## config.mk

```make
export PLATFORM = sky130hd
export DESIGN_NAME = short_guard_seq
export DESIGN_NICKNAME = d
export VERILOG_FILES = /design/src/rtl/sgs_pkg.sv /design/src/rtl/sgs_qualifier.sv /design/src/rtl/sgs_interval.sv /design/src/rtl/sgs_sequencer.sv /design/src/rtl/short_guard_seq.sv
export SDC_FILE = /design/constraint.sdc
export NUM_CORES = 1
export LEC_CHECK = 0
export ABC_AREA = 1
export CORE_MARGIN = 8
export CORE_UTILIZATION = 35
export DETAILED_ROUTE_END_ITERATION = 12
export PLACE_DENSITY_LB_ADDON = 0.12
export SLEW_MARGIN = 20
export SYNTH_ARGS = -nofsm -noshare
export SYNTH_HDL_FRONTEND = slang
export SYNTH_SLANG_ARGS = --single-unit
```

## constraint.sdc

```tcl
create_clock -name clk -period 1.65 [get_ports clk]
set_input_delay 0.2475 -clock clk [delete_from_list [all_inputs] [get_ports clk]]
set_output_delay 0.2475 -clock clk [all_outputs]
set_load 0.005 [all_outputs]
```

## src/rtl/sgs_pkg.sv

```systemverilog
package sgs_pkg;
  typedef enum logic [2:0] {
    ST_RUN     = 3'd0,
    ST_COOL    = 3'd1,
    ST_RECHECK = 3'd2,
    ST_LOCK    = 3'd3,
    ST_PAUSE   = 3'd4
  } seq_st_e;
endpackage

```

## src/rtl/sgs_qualifier.sv

```systemverilog
module sgs_qualifier #(
  parameter int unsigned QUAL_CYC = 500
) (
  input  logic clk,
  input  logic rst_n,
  input  logic arm,
  input  logic hit,
  output logic trip
);
  localparam int unsigned QW = (QUAL_CYC < 2) ? 1 : $clog2(QUAL_CYC);

  logic [QW-1:0] streak_q, streak_d;

  always_comb begin
    trip     = arm && hit && (streak_q == QW'(QUAL_CYC - 1));
    streak_d = streak_q;
    if (!arm || !hit || trip) begin
      streak_d = '0;
    end else begin
      streak_d = streak_q + 1'b1;
    end
  end

  always_ff @(posedge clk or negedge rst_n) begin
    if (!rst_n) begin
      streak_q <= '0;
    end else begin
      streak_q <= streak_d;
    end
  end
endmodule

```

## src/rtl/sgs_interval.sv

```systemverilog
module sgs_interval #(
  parameter int unsigned LEN_A = 2500,
  parameter int unsigned LEN_B = 250000
) (
  input  logic clk,
  input  logic rst_n,
  input  logic run,
  input  logic sel_b,
  output logic done
);
  localparam int unsigned LEN_MAX = (LEN_A > LEN_B) ? LEN_A : LEN_B;
  localparam int unsigned TW      = (LEN_MAX < 2) ? 1 : $clog2(LEN_MAX);

  logic [TW-1:0] tick_q, tick_d;
  logic [TW-1:0] last_tick;

  always_comb begin
    last_tick = sel_b ? TW'(LEN_B - 1) : TW'(LEN_A - 1);
    done      = run && (tick_q == last_tick);
    if (!run || done) begin
      tick_d = '0;
    end else begin
      tick_d = tick_q + 1'b1;
    end
  end

  always_ff @(posedge clk or negedge rst_n) begin
    if (!rst_n) begin
      tick_q <= '0;
    end else begin
      tick_q <= tick_d;
    end
  end
endmodule

```

## src/rtl/sgs_sequencer.sv

```systemverilog
module sgs_sequencer
  import sgs_pkg::*;
(
  input  logic    clk,
  input  logic    rst_n,
  input  logic    run_en,
  input  logic    retry_mode,
  input  logic    hit,
  input  logic    trip,
  input  logic    done,
  output seq_st_e st
);
  seq_st_e st_d;

  always_comb begin
    st_d = st;
    if (!run_en) begin
      st_d = ST_RUN;
    end else begin
      case (st)
        ST_RUN: begin
          if (trip) st_d = retry_mode ? ST_PAUSE : ST_COOL;
        end
        ST_COOL: begin
          if (done) st_d = ST_RECHECK;
        end
        ST_RECHECK: begin
          if (!hit)      st_d = ST_RUN;
          else if (trip) st_d = ST_LOCK;
        end
        ST_LOCK:  st_d = ST_LOCK;
        ST_PAUSE: begin
          if (done) st_d = ST_RUN;
        end
        default: st_d = ST_RUN;
      endcase
    end
  end

  always_ff @(posedge clk or negedge rst_n) begin
    if (!rst_n) begin
      st <= ST_RUN;
    end else begin
      st <= st_d;
    end
  end
endmodule

```

## src/rtl/short_guard_seq.sv

```systemverilog
module short_guard_seq
  import sgs_pkg::*;
#(
  parameter int unsigned NUM_SW       = 4,
  parameter int unsigned QUAL_CYC     = 500,
  parameter int unsigned HOLD_CYC     = 2500,
  parameter int unsigned AUTO_OFF_CYC = 250000
) (
  input  logic              clk,
  input  logic              rst_n,
  input  logic              run_en,
  input  logic              retry_mode,
  input  logic [NUM_SW-1:0] short_hit,
  input  logic              therm_hot,
  output logic              bridge_en,
  output logic              warn_drv
);
  logic [1:0] rst_sync_q;
  logic       rst_core_n;
  logic       therm_q;
  logic       hit_any;
  logic       qual_arm;
  logic       trip;
  logic       tmr_run;
  logic       tmr_done;
  logic       conducting;
  seq_st_e    st;

  always_ff @(posedge clk or negedge rst_n) begin
    if (!rst_n) begin
      rst_sync_q <= 2'b00;
    end else begin
      rst_sync_q <= {rst_sync_q[0], 1'b1};
    end
  end
  assign rst_core_n = rst_sync_q[1];

  always_ff @(posedge clk or negedge rst_core_n) begin
    if (!rst_core_n) begin
      therm_q <= 1'b0;
    end else begin
      therm_q <= therm_hot;
    end
  end

  assign hit_any    = |short_hit;
  assign conducting = (st == ST_RUN) || (st == ST_RECHECK);
  assign qual_arm   = run_en && conducting;
  assign tmr_run    = run_en && ((st == ST_COOL) || (st == ST_PAUSE));

  sgs_qualifier #(.QUAL_CYC(QUAL_CYC)) u_qual (
    .clk   (clk),
    .rst_n (rst_core_n),
    .arm   (qual_arm),
    .hit   (hit_any),
    .trip  (trip)
  );

  sgs_interval #(.LEN_A(HOLD_CYC), .LEN_B(AUTO_OFF_CYC)) u_tmr (
    .clk   (clk),
    .rst_n (rst_core_n),
    .run   (tmr_run),
    .sel_b (st == ST_PAUSE),
    .done  (tmr_done)
  );

  sgs_sequencer u_seq (
    .clk        (clk),
    .rst_n      (rst_core_n),
    .run_en     (run_en),
    .retry_mode (retry_mode),
    .hit        (hit_any),
    .trip       (trip),
    .done       (tmr_done),
    .st         (st)
  );

  assign bridge_en = conducting && !therm_q;
  assign warn_drv  = therm_q || !conducting;
endmodule

```

Word-level counts from Yosys, hierarchy flattened
Cells that the tools add are included.
W data, S select, Z words.
{"block": "classes", "add_sub_neg": 2, "n_eq_ne": 10, "n_mux": 11, "reduce_logical": 20}
{"op": "$mux W18", "count": 2}
{"op": "$mux W3", "count": 7}
{"op": "$add A18 B1 Y18 const B", "count": 1}
{"op": "$eq A18 B18 Y1", "count": 1}
{"op": "$pmux W3 S5", "count": 1}
{"op": "$add A9 B1 Y9 const B", "count": 1}
{"op": "$eq A9 B9 Y1 const B", "count": 1}
{"op": "$mux W9", "count": 1}
{"op": "$ne A3 B3 Y1 const B", "count": 3}
{"op": "$eq A3 B2 Y1 const B", "count": 2}
{"op": "$logic_and A1 B1 Y1", "count": 6}
{"op": "$logic_or A1 B1 Y1", "count": 6}
{"op": "$logic_not A1 Y1", "count": 5}
{"op": "$ne A4 B4 Y1 const B", "count": 1}
{"op": "$reduce_and A4 Y1", "count": 1}
{"op": "$reduce_or A4 Y1", "count": 1}
{"op": "$eq A3 B1 Y1 const B", "count": 1}
{"op": "$eq A3 B3 Y1 const B", "count": 1}
{"op": "$logic_not A3 Y1", "count": 1}
{"block": "totals", "register_bits": 33, "inputBits": 9, "elab_cells": 48}

Depth between registers and ports, before layout
{"block": "logic_depth", "ltp_word": 9, "mapped_depth": 12}

Hierarchy
From an unflattened synthesis, not the netlist that was laid out.
{"block": "unflattened", "cells_unflattened": 273, "hier_area_um2": 1981.9}
{"mod": "sgs_interval", "instances": 1, "cells_each": 156, "area_per_inst_um2": 1109.8, "seq_area_each_um2": 450.4}
{"mod": "sgs_qualifier", "instances": 1, "cells_each": 63, "area_per_inst_um2": 495.5, "seq_area_each_um2": 225.2}
{"mod": "sgs_sequencer", "instances": 1, "cells_each": 34, "area_per_inst_um2": 221.5, "seq_area_each_um2": 75.1}
{"mod": "short_guard_seq", "instances": 1, "cells_each": 20, "area_per_inst_um2": 155.1, "seq_area_each_um2": 75.1}

Least setup slack after synthesis
OpenSTA, ideal clock, no wires.
{"block": "synth_timing", "path_kind": "register to register", "start": "reg u_tmr.tick_q[0]", "end": "reg u_seq.st[2]", "setup_time_ns": 0.117, "arrival_ns": 1.297, "t_required_ns": 1.533, "path_slack_ns": 0.236, "stages_incl_launch_ff": 12, "path_buffers": 1, "synth_period_minus_slack_ns": 1.414, "path_cell_list": "dfrtp_1 ha_1 inv_1 nor2_1 nand3_1 nor2_1 nand2_2 nand2_4 buf_8 nand2_4 nand2_1 nand2_1"}
{"block": "synth_via", "elab_chain_len": 4, "elab_cells_between_ends": 5}
{"element": "from (decl)", "line": "sgs_interval.sv:14", "text": "logic [TW-1:0] tick_q, tick_d;"}
{"element": "from (signal assigned)", "line": "sgs_interval.sv:31", "text": "tick_q <= tick_d;"}
{"element": "$eq A18 B18 Y1 *", "line": "sgs_interval.sv:19", "text": "done = run && (tick_q == last_tick);"}
{"element": "$logic_and A1 B1 Y1 *", "line": "sgs_interval.sv:19"}
{"element": "$ne A3 B3 Y1 (no source line)"}
{"element": "$reduce_and A4 Y1 (no source line) *"}
{"element": "to (signal assigned)", "line": "sgs_sequencer.sv:44", "text": "st <= st_d;"}
{"element": "to (decl)", "line": "sgs_sequencer.sv:11", "text": "output seq_st_e st"}
Every way passes the cells marked *; elsewhere a longest branch is shown, timed or not.
A chain may end at the register's enable or synchronous reset.

Final worst setup path
{"block": "layout_timing", "start": "reg u_seq.st[0]", "end": "out warn_drv"}
{"block": "layout_via", "elab_chain_len": 4, "elab_cells_between_ends": 5}
{"element": "$eq A3 B2 Y1 or $logic_not A3 Y1 (tied branches)", "line": "short_guard_seq.sv:47", "text": "assign conducting = (st == ST_RUN) || (st == ST_RECHECK);"}
{"element": "$logic_or A1 B1 Y1 *", "line": "short_guard_seq.sv:47"}
{"element": "$logic_not A1 Y1 *", "line": "short_guard_seq.sv:79", "text": "assign warn_drv = therm_q || !conducting;"}
{"element": "$logic_or A1 B1 Y1 *", "line": "short_guard_seq.sv:79"}
{"element": "to (decl)", "line": "short_guard_seq.sv:16", "text": "output logic warn_drv"}
Marked as above.

==> metrics.md <==
| Metric | Value |
|---|---|
| Status | `finished clean` |
| Delay-heaviest family, CP | `flip-flops` |
| Fillcell total | `548` |
| Fraction of layout cells with a size suffix above 1 | `roughly 14%` |
| Final cell count without fillers | `347` |
| Initial Util | `a little under two fifths` |
| Clk_lat worst skew | `about 0.28 ns` |
| Pin count of the biggest net entering global routing | `32` |
| Worst-path clk slew | `around 0.070 ns` |
| Die width | `around 89 um` |
| Fin Clk Skew | `between 0.009 and 0.01 ns` |
| Slowest stage cell, crit path | `dfrtp_2` |
| Synth Cell Area | `0.00189 sq mm` |
| WL per Instance | `between 10 and 15 um` |
| Initial antenna violation count | `0` |
| Register area share after synthesis | `43.8%` |
| Min cycle time layout | `about 1.5 ns` |
| Die footprint | `0.00799 sq mm` |
| Final Max Slew Viols | `0` |
| Hold WS | `between 0.1 and 0.15 ns` |
| GRT Total Usage | `11.6%` |
| M1 WL | `a little under 2 mm` |
| R2R cell count | `10` |
| MaxCap Viol Count | `0` |
| Synth Net Count | `about 270` |
| Die height | `~90 um` |
| CTS Buffer Depth | `2` |
| Vias per std cell | `roughly 4.6` |
| Hold Crit Class | `input port to asynchronous set/reset pin` |
| Commonest non-fill, non-tap cell in the layout | `nand2_1` |
| Syn Area/Cell | `roughly 7.4 sq um` |
| Initial DRC Count | `58` |
| Distinct cells, synth | `29` |
| Root Driver | `clkbuf_8` |
| Synthesis warning total | `0` |
| I/O Buffers | `10` |
| CP Buf/Inv Count | `3` |
| Final Cycle Share | `around 92%` |
| Diode count | `0` |
| Detailed Place HPWL | `slightly below 3 mm` |
| Stages on the worst setup path | `5` |
| Most frequent cells in the layout | `55 x nand2_1, 46 x nor2_1, 37 x inv_1, 32 x dfrtp_1, 13 x nor3_1` |
| R2R setup slack | `about 0.16 ns` |
| Setup violators final | `0` |
| Detail Route Antenna Nets | `0` |
| CTS tree | `yes` |
| Hold buffers post-CTS | `0` |
| Most frequent cell on the critical path | `inv_1` |
| Final WL | `about 4.2 mm` |
| Core area | `0.00514 sq mm` |
| Met3 routed WL | `around 120 um` |
| First-pass GRT wire length | `around 7.3 mm` |
| Leakage Power | `~1.0 nW` |
| Critical Path RT | `~1.4 ns` |
| Final hold violation count | `0` |
| Worst-path cell chain | `nor2_4, inv_1, nor2_2, inv_1, dlygate4sd2_1` |
| Total congestion overflow | `0` |
| Synthesized netlist cell count | `about 250` |
| Setup TNS | `0 ns` |
| Type of origin of the critical path | `flip-flop` |
| TritonCTS Buffers | `5` |
| Vias in the first global route | `roughly 1700` |
| Cell row count | `26` |
| Placed Cells | `~340` |
| Cell Pwr Density | `roughly 1100 mW/mm^2` |
| Critical Path AT | `roughly 1.3 ns` |
| Worst reg2reg startpoint | `u_tmr.tick_q[0]$_DFF_PN0_` |
| Max Used Layer | `met4` |
| RR Endpoint | `u_seq.st[0]$_DFFE_PN0P_` |
| Num ports | `11` |
| Overall Power | `between 2 and 2.5 mW` |
| Clock sinks | `33` |
| Met2 wire length | `slightly below 2 mm` |
| Via count | `1611` |
| H-tree levels | `2` |
| Max Freq | `about 660 MHz` |
| Critical path endpoint category | `output port` |
| Worst-path fanout max | `2` |
| Setup CP Type | `flip-flop to output port` |
| NumNets Final | `288` |
| Peak supply drop | `slightly below 0.0004 V` |
| Pre-Repair DR Iteration Count | `4` |
| Register bit total from synthesis | `33` |
| Crit path largest cell delay | `between 0.4 and 0.5 ns` |
| # DRC | `0` |
| Gp weighted congestion | `0.774` |
| Area grow syn2layout | `21.5%` |
power breakdown:
| group | internal, mW | leakage, nW | switching (mW) |
|---|---|---|---|
| combinational | 0.305 | 0.540 | 0.478 |
| sequential | 0.874 | 0.449 | 0.0575 |
| clock | 0.439 | 0.0540 | 0.291 |
| total | 1.62 | 1.04 | 0.827 |
worst reg2reg max path, cell delays in order (launching register included):
cell,delay (ns)
dfrtp_1,0.35
ha_2,0.19
inv_1,0.09
nor2_1,0.10
nand3_1,0.08
nor2_2,0.18
nand2_4,0.13
nand2_8,0.13
nand2_4,0.05
nand2_1,0.05
nand2_1,0.04
repair_timing:
item	4_1_cts	5_1_grt
buffers inserted	1	1
setup endpoints to repair	2	19
gates resized for setup	6	13
pin swaps	1	4
cloned	0	2
through the flow:
step | utilization (%) | worst slack (ns) | area [sq um]
floorplan | - | 0.236 | 1890
global placement | 40.5 | 0.0220 | 2080
detailed placement | 40.5 | -0.0279 | 2080
CTS | 42.8 | 0.00713 | 2200
global route | 44.6 | -0.00607 | 2290
finish | 44.6 | 0.131 | 2290
cell type report:
| cell class | instances | area [sq um] | area share (%) |
|---|---|---|---|
| timing repair buffer | 16 | 155 | 6.77 |
| clock buffer | 5 | 68.8 | 3.00 |
| sequential | 33 | 827 | 36.1 |
| multi-input combinational | 182 | 971 | 42.4 |
| clock inverter | 2 | 35.0 | 1.53 |
| inverter | 39 | 146 | 6.39 |
| tap | 70 | 87.6 | 3.82 |
kinds of logic (layout without fill, tap and decap cells):
logic type | Yosys count | in the layout | share of synthesized area (%)
compound gates | 13 | 13 | 4.18
fa+ha+maj | 2 | 2 | 1.33
xor+xnor | 6 | 6 | 2.79
buf+inv | 41 | 62 | 8.96
flops | 33 | 33 | 43.8
simple gates | 158 | 160 | 38.8
other cells | 1 | 1 | 0.199
flip-flops by register name (all words and copies together) (netlist names):
name and flops:
u_qual.streak_q 9, rst_sync_q 2, u_tmr.tick_q 18, u_seq.st 3, therm_q 1
metal layers:
metal	GRT usage (%)	vias to the layer above
li1	-	842
met1	13.4	739
met2	20.5	21
met3	2.94	9
met4	3.63	0
met5	0	-
cells in the mapped netlist, drive strengths merged:
cell	instances	area, sq um
a21oi	5	25.0
a31o	1	8.76
nor2	53	211
o21bai	1	7.51
buf	2	22.5
xnor2	1	8.76
inv	38	143
o21ai	4	23.8
nand3b	1	7.51
ha	2	25.0
o211ai	1	7.51
nor3b	5	37.5
a31oi	1	6.26
clkinv	1	3.75
nor3	17	100
nand3	13	70.1
dfrtp	33	826
xor2	5	43.8
nand2	62	260
nand4	7	43.8
conb	1	3.75
worst max path at each step:
stage                              start                      end  slack, ns
2_1_floorplan  u_tmr.tick_q[0]$_DFF_PN0_  u_seq.st[2]$_DFFE_PN0P_       0.24
3_3_place_gp                      run_en  u_seq.st[0]$_DFFE_PN0P_       0.02
3_5_place_dp                      run_en  u_seq.st[0]$_DFFE_PN0P_      -0.03
4_1_cts          u_seq.st[0]$_DFFE_PN0P_  u_seq.st[1]$_DFFE_PN0P_      0.007
6_report         u_seq.st[0]$_DFFE_PN0P_                 warn_drv       0.13
5_1_grt        u_tmr.tick_q[1]$_DFF_PN0_  u_seq.st[2]$_DFFE_PN0P_     -0.006
No activity file was read; power rests on OpenSTA's default activity.
